**src/rtl/rail_timer_pkg.sv**
```systemverilog
// Package: shared helper functions for the rail startup timer.
// Assumes all arguments are positive integers small enough for int math.
package rail_timer_pkg;

    // Tick count at which soft-start step k is reached (rounded up).
    function automatic int step_at(input int k, input int span, input int steps);
        return (k * span + steps - 1) / steps;
    endfunction

    // Larger of two integers, used to size the shared run counter.
    function automatic int imax(input int a, input int b);
        return (a > b) ? a : b;
    endfunction

endpackage

```
**src/rtl/rst_sat_counter.sv**
```systemverilog
// Module: saturating tick counter with synchronous clear.
// Counts up on adv until LIMIT, then holds; clr wins over adv.
// Assumes LIMIT >= 1.
module rst_sat_counter #(
    parameter int LIMIT = 512,
    parameter int W     = $clog2(LIMIT + 1)
) (
    input  logic         clk,
    input  logic         rst_n,
    input  logic         clr,
    input  logic         adv,
    output logic [W-1:0] count,
    output logic         full
);

    localparam logic [W-1:0] TOP = W'(LIMIT);

    // Count register: reset, clear, or saturating advance.
    always_ff @(posedge clk) begin
        if (!rst_n) begin
            count <= '0;
        end else if (clr) begin
            count <= '0;
        end else if (adv && (count != TOP)) begin
            count <= count + 1'b1;
        end
    end

    // Saturation flag.
    assign full = (count == TOP);

endmodule

```
**src/rtl/ilim_step_decode.sv**
```systemverilog
// Module: turns the run count into a soft-start current-limit step.
// One comparator per step against a rounded-up threshold; since the
// thresholds rise with k, the number of passed thresholds is the step.
// Assumes RW is wide enough to hold SOFT_CYCLES.
module ilim_step_decode
    import rail_timer_pkg::*;
#(
    parameter int SOFT_CYCLES = 512,
    parameter int N_STEPS     = 5,
    parameter int RW          = 13,
    parameter int CW          = $clog2(N_STEPS + 1)
) (
    input  logic [RW-1:0] run_count,
    output logic [CW-1:0] step
);

    logic [N_STEPS-1:0] passed;

    // One threshold comparator per step.
    for (genvar k = 1; k <= N_STEPS; k++) begin : g_thr
        localparam logic [RW-1:0] THR = RW'(step_at(k, SOFT_CYCLES, N_STEPS));
        assign passed[k-1] = (run_count >= THR);
    end

    // Population count of passed thresholds.
    always_comb begin
        step = '0;
        for (int i = 0; i < N_STEPS; i++) begin
            step = step + CW'(passed[i]);
        end
    end

endmodule

```
**src/rtl/rail_startup_timer.sv**
```systemverilog
// Module: per-rail startup timer. One run counter drives the soft-start
// step and the under-voltage arming; a second counter times the
// power-good hold-off and restarts on any loss of regulation.
// Assumes tick is a single-cycle pulse per switching cycle.
module rail_startup_timer
    import rail_timer_pkg::*;
#(
    parameter int SOFT_CYCLES = 512,
    parameter int N_STEPS     = 5,
    parameter int UV_DELAY    = 6144,
    parameter int PG_DELAY    = 32768,
    localparam int CW         = $clog2(N_STEPS + 1)
) (
    input  logic          clk,
    input  logic          rst_n,
    input  logic          rail_en,
    input  logic          clear,
    input  logic          tick,
    input  logic          in_reg,
    output logic [CW-1:0] ilim_step,
    output logic          uv_arm,
    output logic          rail_rst_n
);

    localparam int RUN_LIMIT = imax(SOFT_CYCLES, UV_DELAY);
    localparam int RW        = $clog2(RUN_LIMIT + 1);
    localparam int PW        = $clog2(PG_DELAY + 1);
    localparam logic [RW-1:0] UV_AT = RW'(UV_DELAY);

    logic          active;
    logic [RW-1:0] run_count;
    logic          run_full;
    logic [PW-1:0] pg_count;
    logic          pg_full;
    logic [CW-1:0] step_raw;

    // Rail is running when enabled and not held by the fault latch.
    assign active = rail_en & ~clear;

    // Shared run counter for soft-start and under-voltage arming.
    rst_sat_counter #(.LIMIT(RUN_LIMIT), .W(RW)) u_run_cnt (
        .clk   (clk),
        .rst_n (rst_n),
        .clr   (~active),
        .adv   (tick),
        .count (run_count),
        .full  (run_full)
    );

    // Power-good hold-off counter, restarted whenever regulation is lost.
    rst_sat_counter #(.LIMIT(PG_DELAY), .W(PW)) u_pg_cnt (
        .clk   (clk),
        .rst_n (rst_n),
        .clr   (~active | ~in_reg),
        .adv   (tick),
        .count (pg_count),
        .full  (pg_full)
    );

    // Step decoder for the current-limit ramp.
    ilim_step_decode #(
        .SOFT_CYCLES (SOFT_CYCLES),
        .N_STEPS     (N_STEPS),
        .RW          (RW),
        .CW          (CW)
    ) u_step (
        .run_count (run_count),
        .step      (step_raw)
    );

    // Output gating: everything drops at once when the rail stops.
    always_comb begin
        ilim_step  = active ? step_raw : '0;
        uv_arm     = active && (run_count >= UV_AT);
        rail_rst_n = active && in_reg && pg_full;
    end

endmodule

```
**config.mk**
```make
export PLATFORM = sky130hd
export DESIGN_NAME = rail_startup_timer
export DESIGN_NICKNAME = d
export VERILOG_FILES = /design/src/rtl/rail_timer_pkg.sv /design/src/rtl/rst_sat_counter.sv /design/src/rtl/ilim_step_decode.sv /design/src/rtl/rail_startup_timer.sv
export SDC_FILE = /design/constraint.sdc
export NUM_CORES = 1
export LEC_CHECK = 0
export ABC_AREA = 0
export BUFFER_PORTS_ARGS = -buffer_cell sky130_fd_sc_hd__buf_4
export CORE_MARGIN = 3
export CORE_UTILIZATION = 39
export CTS_BUF_LIST = sky130_fd_sc_hd__clkbuf_2
export CTS_CLUSTER_SIZE = 30
export DETAILED_ROUTE_END_ITERATION = 12
export GPL_TIMING_DRIVEN = 0
export PLACE_DENSITY = 0.57
export SKIP_LAST_GASP = 1
export SYNTH_ARGS = -nofsm -noshare
export SYNTH_HDL_FRONTEND = slang
export SYNTH_SLANG_ARGS = --single-unit
export TNS_END_PERCENT = 5
```
**constraint.sdc**
```tcl
create_clock -name clk -period 4.3 [get_ports clk]
set_clock_uncertainty 0.05 [all_clocks]
set_input_delay 0.645 -clock clk [delete_from_list [all_inputs] [get_ports clk]]
set_output_delay 0.645 -clock clk [all_outputs]
set_load 0.02 [all_outputs]
```
* Word-level counts from Yosys, hierarchy flattened
Index checks and enable logic that the tools add are counted.
** Storage, ports and cells
- Input port bits :: 6
- Output and inout port bits :: 5
- Flip-flop bits (word level) :: 29
- Word-level logic and storage cells :: 31
** Operators by class
- Eq/ne operators :: 3
- Mux-type cells :: 1
- Bitwise gates (word level) :: 6
- Add/subtract/negate cells :: 6
- Reduce and logical (&&, ||, !) cells :: 7
- $lt $le $gt $ge :: 6
** Operators by type and width (count)
- >= comparator 13 x 9 -> 1 bit, second input constant :: 2
- adder 16 x 1 -> 16 bit, second input constant :: 1
- equality test 16 bit, second input constant :: 1
- != test 16 bit, second input constant :: 1
- adder 13 x 1 -> 13 bit, second input constant :: 1
- >= comparator 13 x 10 -> 1 bit, second input constant :: 1
- >= comparator 13 bit, second input constant :: 1
- >= comparator 13 x 7 -> 1 bit, second input constant :: 1
- >= comparator 13 x 8 -> 1 bit, second input constant :: 1
- != test 13 bit, second input constant :: 1
- adder 3 x 1 -> 3 bit :: 3
- logical AND 1 bit :: 5
- inverter 1 bit :: 4
- two-way mux 3 bit :: 1
- adder 1 x 1 -> 2 bit :: 1
- AND reduction 2 bit :: 1
- OR reduction 2 bit :: 1
- AND 1 bit :: 1
- OR 1 bit :: 1

* Logic depth before layout (Yosys ltp)
- Depth in word-level cells :: 6
- Depth in mapped cells :: 12
- Depth with buffers taken out :: 12

* Hierarchy
A second synthesis with hierarchy kept.
** Second synthesis, totals
- Cell total of the unflattened synthesis :: 204
- Area total of the unflattened synthesis :: 1740.4 µm²
** Modules (own cells, without submodules)
- rst_sat_counter at u_pg_cnt :: cells an instance 93, times used 1, sequential area each 320.3 µm², area each 813.3 µm²
- rst_sat_counter at u_run_cnt :: cells an instance 81, times used 1, sequential area each 260.2 µm², area each 693.2 µm²
- ilim_step_decode :: cells an instance 23, times used 1, sequential area each 0.0 µm², area each 170.2 µm²
- rail_startup_timer :: cells an instance 7, times used 1, sequential area each 0.0 µm², area each 63.8 µm²

* Worst setup path after synthesis
No wires, ideal clock.
- Kind :: reg2out
- Start :: reg u_run_cnt.count[1]
- End :: out ilim_step[1]
- Slack :: 419 ps
- Arrival time :: 3186 ps
- Cell stages (with the launch flop) :: 13
- Path buffers :: 0
- Data required time :: 3605 ps
- Path through :: dfxtp_1 > inv_1 > ha_1 > inv_1 > o22ai_1 > a311o_1 > a311o_1 > ha_1 > fa_1 > ha_1 > inv_1 > fa_1 > nor2_1
** On the way
- Cells in the longest elaborated chain, start to end :: 6
- Elaborated cells on any way between the ends :: 10
- Those cells by class :: 4 x add/sub; 5 x order compare; 1 x mux
** Ends and longest elaborated chain
- from (decl) :: line rst_sat_counter.sv:12 : output logic [W-1:0] count,
- from (signal assigned) :: line rst_sat_counter.sv:25 : count <= count + 1'b1;
- >= comparator 13 x 7 -> 1 bit / >= comparator 13 x 8 -> 1 bit (equally long branches) :: line ilim_step_decode.sv:22 : assign passed[k-1] = (run_count >= THR);
- adder 1 x 1 -> 2 bit :: line ilim_step_decode.sv:29 : step = step + CW'(passed[i]);
- adder 3 x 1 -> 3 bit (2 in a row) :: line ilim_step_decode.sv:29
- adder 3 x 1 -> 3 bit * :: line ilim_step_decode.sv:29
- two-way mux 3 bit * :: line rail_startup_timer.sv:73 : ilim_step = active ? step_raw : '0;
- to (decl) :: line rail_startup_timer.sv:20 : output logic [CW-1:0] ilim_step,
Mark *: on every way between the ends. The rest lies on a longest branch, timed or not.

* Worst setup path in the final report
- Start :: reg u_run_cnt.count[0]
- End :: out ilim_step[1]
The elaborated chain is that of the path after synthesis.

==> flow_summary.json <==
{
  "period_minus_slack_ns": 4.13,
  "reg2reg_depth": 7,
  "ant_nets": 0,
  "switching_power_mw": 0.111,
  "h-tree-depth": 2,
  "maxSlewHeadroom_pct": 67.8,
  "synth_adder_area_share_pct": 7.31,
  "ir_drop_uv": 109,
  "cts.sinks": 29,
  "critPathMaxFanout": 8,
  "p_leak_nw": 0.663,
  "cts_buffers": 5,
  "grt_use_total_pct": 16.0,
  "place_congestion": 0.903,
  "yosys-mux-area-fraction_pct": 0.573,
  "nFillCells": 425,
  "crit_path_top_delay_cell": "fa_1",
  "path_cells": "ha_1 -> inv_1 -> o22ai_1 -> a311o_1 -> a311o_1 -> ha_1 -> fa_1 -> ha_1 -> inv_1 -> fa_1 -> nor2_1 -> buf_4",
  "clockPowerShare_pct": 32.9,
  "reg2reg_slack_ns": 2.31,
  "initial_utilization_pct": 41.9,
  "required_ns": 3.61,
  "combPwrFrac_pct": 4.1,
  "synth-seq-area-share_pct": 33.2,
  "synthDistinctLibCells": 39,
  "die_area_sq_um": 5320,
  "path_class": "register to output pin",
  "powerDensity_nw_per_um2": 222,
  "p_sw_share_pct": 26.0,
  "grt_overflow": 0,
  "postCtsHoldBufs": 0,
  "report.final.slew_viol_count": 0,
  "syn_area_sq_um": 1750,
  "worst_ep_arrival_time_ns": 3.43,
  "holdPathStages": 2,
  "syn2layout_area_growth_pct": 10.5,
  "synth_top_area_share_pct": 33.2,
  "die_w_um": 72.9,
  "grt_pass1_vias": 1365,
  "hp-class": "register to register",
  "die_h_um": 72.9,
  "drive_above_1_share_pct": 15.8,
  "critPathTopFamily": "adder cells",
  "synth_top_family_by_area": "simple AND/OR/NAND/NOR gates",
  "p_seq_share_pct": 63.0,
  "clk_pin_slew_ns": 0.17,
  "critical-path-max-stage-delay_ns": 0.54,
  "drt_iter0_markers": 109,
  "diodes": 0,
  "fmax_mhz": 242,
  "yosys_register_bits": 29,
  "clock_latency_ns": 0.37,
  "cp_num_buf_inv": 3,
  "coreArea_sq_um": 4170,
  "p_int_mw": 0.316,
  "synth.avg_cell_area_sq_um": 8.01,
  "synth_nets": 233,
  "synthCells": 218,
  "dp.cells": 277,
  "ys_warn_count": 0,
  "cts_tree": "done",
  "status": "complete, no violations",
  "fp-row-count": 23,
  "r2r-end": "u_pg_cnt.count[11]",
  "cap_violations": 0,
  "crit_start": "u_run_cnt.count[0]",
  "drc": 0,
  "drt-pass1-iter-count": 4,
  "end_kind": "output pin",
  "setup_tns_ns": 0,
  "synth_compound_area_share_pct": 10.6,
  "grt_pass1_wl_um": 6580,
  "place_hpwl_um": 2720,
  "post-route-period-util_pct": 95.9,
  "num_vias": 1555,
  "clockBufferDepth": 2,
  "antenna_found_initial": 0,
  "cp-start-kind": "register",
  "finalWirelength_um": 3920,
  "synthXorXnorAreaFrac_pct": 8.52,
  "fin_cells": 284,
  "rsz0062_at_grt": "no",
  "ios": 11,
  "synth-simple-area-share_pct": 33.5,
  "yosys.area.top_type": "dfxtp_1",
  "worstMarginPinSlew_ns": 0.482,
  "worstReg2RegStart": "u_pg_cnt.count[0]",
  "grt_max_degree": 11,
  "setup_viol": 0,
  "port-buffer-count": 9,
  "worst_path_most_repeated_cell": "ha_1",
  "synthTopCellsByArea": "dfxtp_1 (33%), nor2_1 (5.6%), nand4_1 (5.4%)",
  "finalHoldViolCount": 0,
  "avgViaCountPerCell": 5.48,
  "hold_end": "u_pg_cnt.count[13]",
  "min_from": "u_pg_cnt.count[13]",
  "wl_per_cell_um": 13.8,
  "layout.nets": 248,
  "cts_root_buf": "clkbuf_2"
}
## per-stage QoR
| step | worst slack [ns] | power [mW] | instance area (sq um) | hold slack (ns) | utilization (%) |
|---|---|---|---|---|---|
| 6_report | 0.175 | 0.428 | 1930 | 0.466 | 46.3 |
| 5_1_grt | 0.0281 | 0.452 | 1930 | 0.505 | 46.3 |
| 4_1_cts | 0.0429 | 0.435 | 1930 | 0.465 | 46.1 |
| 3_5_place_dp | 0.305 | 0.294 | 1880 | 0.444 | 45.0 |
| 3_3_place_gp | 0.316 | 0.294 | 1880 | 0.438 | 45.0 |
| 2_1_floorplan | 0.419 | 0.287 | 1750 | 0.410 | - |
## cell usage after synthesis
cell type,number
inv_1,12
o22ai_1,1
xor2_1,10
and4_1,1
nor3_1,5
nand2b_1,2
nor2b_1,2
nand3_4,1
ha_1,7
a211oi_1,1
a21o_1,1
a311o_1,2
and4_4,2
nor4b_1,3
clkbuf_2,1
nand3b_1,2
or3_1,5
and3_1,3
and2_1,3
nand2_1,15
xnor2_1,7
mux2i_1,1
nand3_1,7
o21ai_0,9
buf_2,5
dfxtp_1,29
a21oi_1,12
nand4_1,15
clkbuf_1,6
o31ai_1,2
o211ai_1,2
or2_2,2
fa_1,2
or4_1,3
buf_6,1
or3_2,2
nor4_1,7
a41oi_1,1
nor2_1,26
## metal layers
metal  vias up  routed length, um  GRT usage, %  share of wire, %
met2        34               1520          20.5                39
met4         0                 58          6.56               1.5
met5         -                  0             0                 0
li1        805                  -             -                 -
met3         7                153          3.99               3.9
met1       709               2200          24.9                56
## cells in the final DEF (no fill, tap or decap), drive strengths merged, types with 8 or more instances in the layout
cell type | Yosys | routed
buf | 6 | 16
inv | 12 | 12
dfxtp | 29 | 29
o21ai | 9 | 9
clkbuf | 7 | 11
a21oi | 12 | 12
xor2 | 10 | 10
nor2 | 26 | 26
nand4 | 15 | 15
nand3 | 8 | 8
nand2 | 15 | 15
## worst min-delay path: stages, from the launching register on
cell	delay, ns
dfxtp_1	0.36
o21ai_0	0.07
a21oi_1	0.06
## flip-flops by register name (all words and copies together), names as in the netlist
register,cells
u_run_cnt.count,13
u_pg_cnt.count,16
## power groups by stage
stage,clock network [mW],logic [mW],registers [mW]
floorplan,0,0.0106,0.276
global placement,0,0.0175,0.276
detailed placement,0,0.0175,0.276
CTS,0.148,0.0178,0.270
global route,0.162,0.0195,0.270
finish,0.141,0.0175,0.269
## worst max-delay path by stage
stage / to / slack [ns] / depth (start not counted)
after floorplan: ilim_step[1] / 0.42 / 12
after global placement: ilim_step[1] / 0.32 / 13
after detailed placement: ilim_step[1] / 0.30 / 13
after CTS: ilim_step[1] / 0.04 / 10
after global routing: ilim_step[1] / 0.03 / 13
final: ilim_step[1] / 0.17 / 12
## cells by family (layout without fill, tap and decap cells)
family / count (synthesis) / in the layout
adder cells (fa/ha/maj): 9 / 9
AND/OR/NAND/NOR: 106 / 106
buffers and inverters: 25 / 41
flip-flops: 29 / 29
XOR/XNOR: 17 / 17
multiplexers: 1 / 1
AO/OA/AOI/OAI: 31 / 31
## timing repair
action / in CTS / in global routing
buffers inserted: 1 / 0
endpoints found under the setup margin: 2 / 2
pin swaps: 0 / 2
resized for setup: 3 / 4
## area by class of cell
class | instances | area [sq um] | area share, %
clock buffers | 6 | 30.0 | 1.56
plain buffers | 11 | 56.3 | 2.92
multi-input cells | 164 | 1060 | 55.0
well taps | 50 | 62.6 | 3.24
inverters | 12 | 45.0 | 2.33
repair buffers | 10 | 75.1 | 3.89
flip-flops and latches | 29 | 591 | 30.6
clock inverters | 2 | 10.0 | 0.518
(Power assumes the default switching activity.)
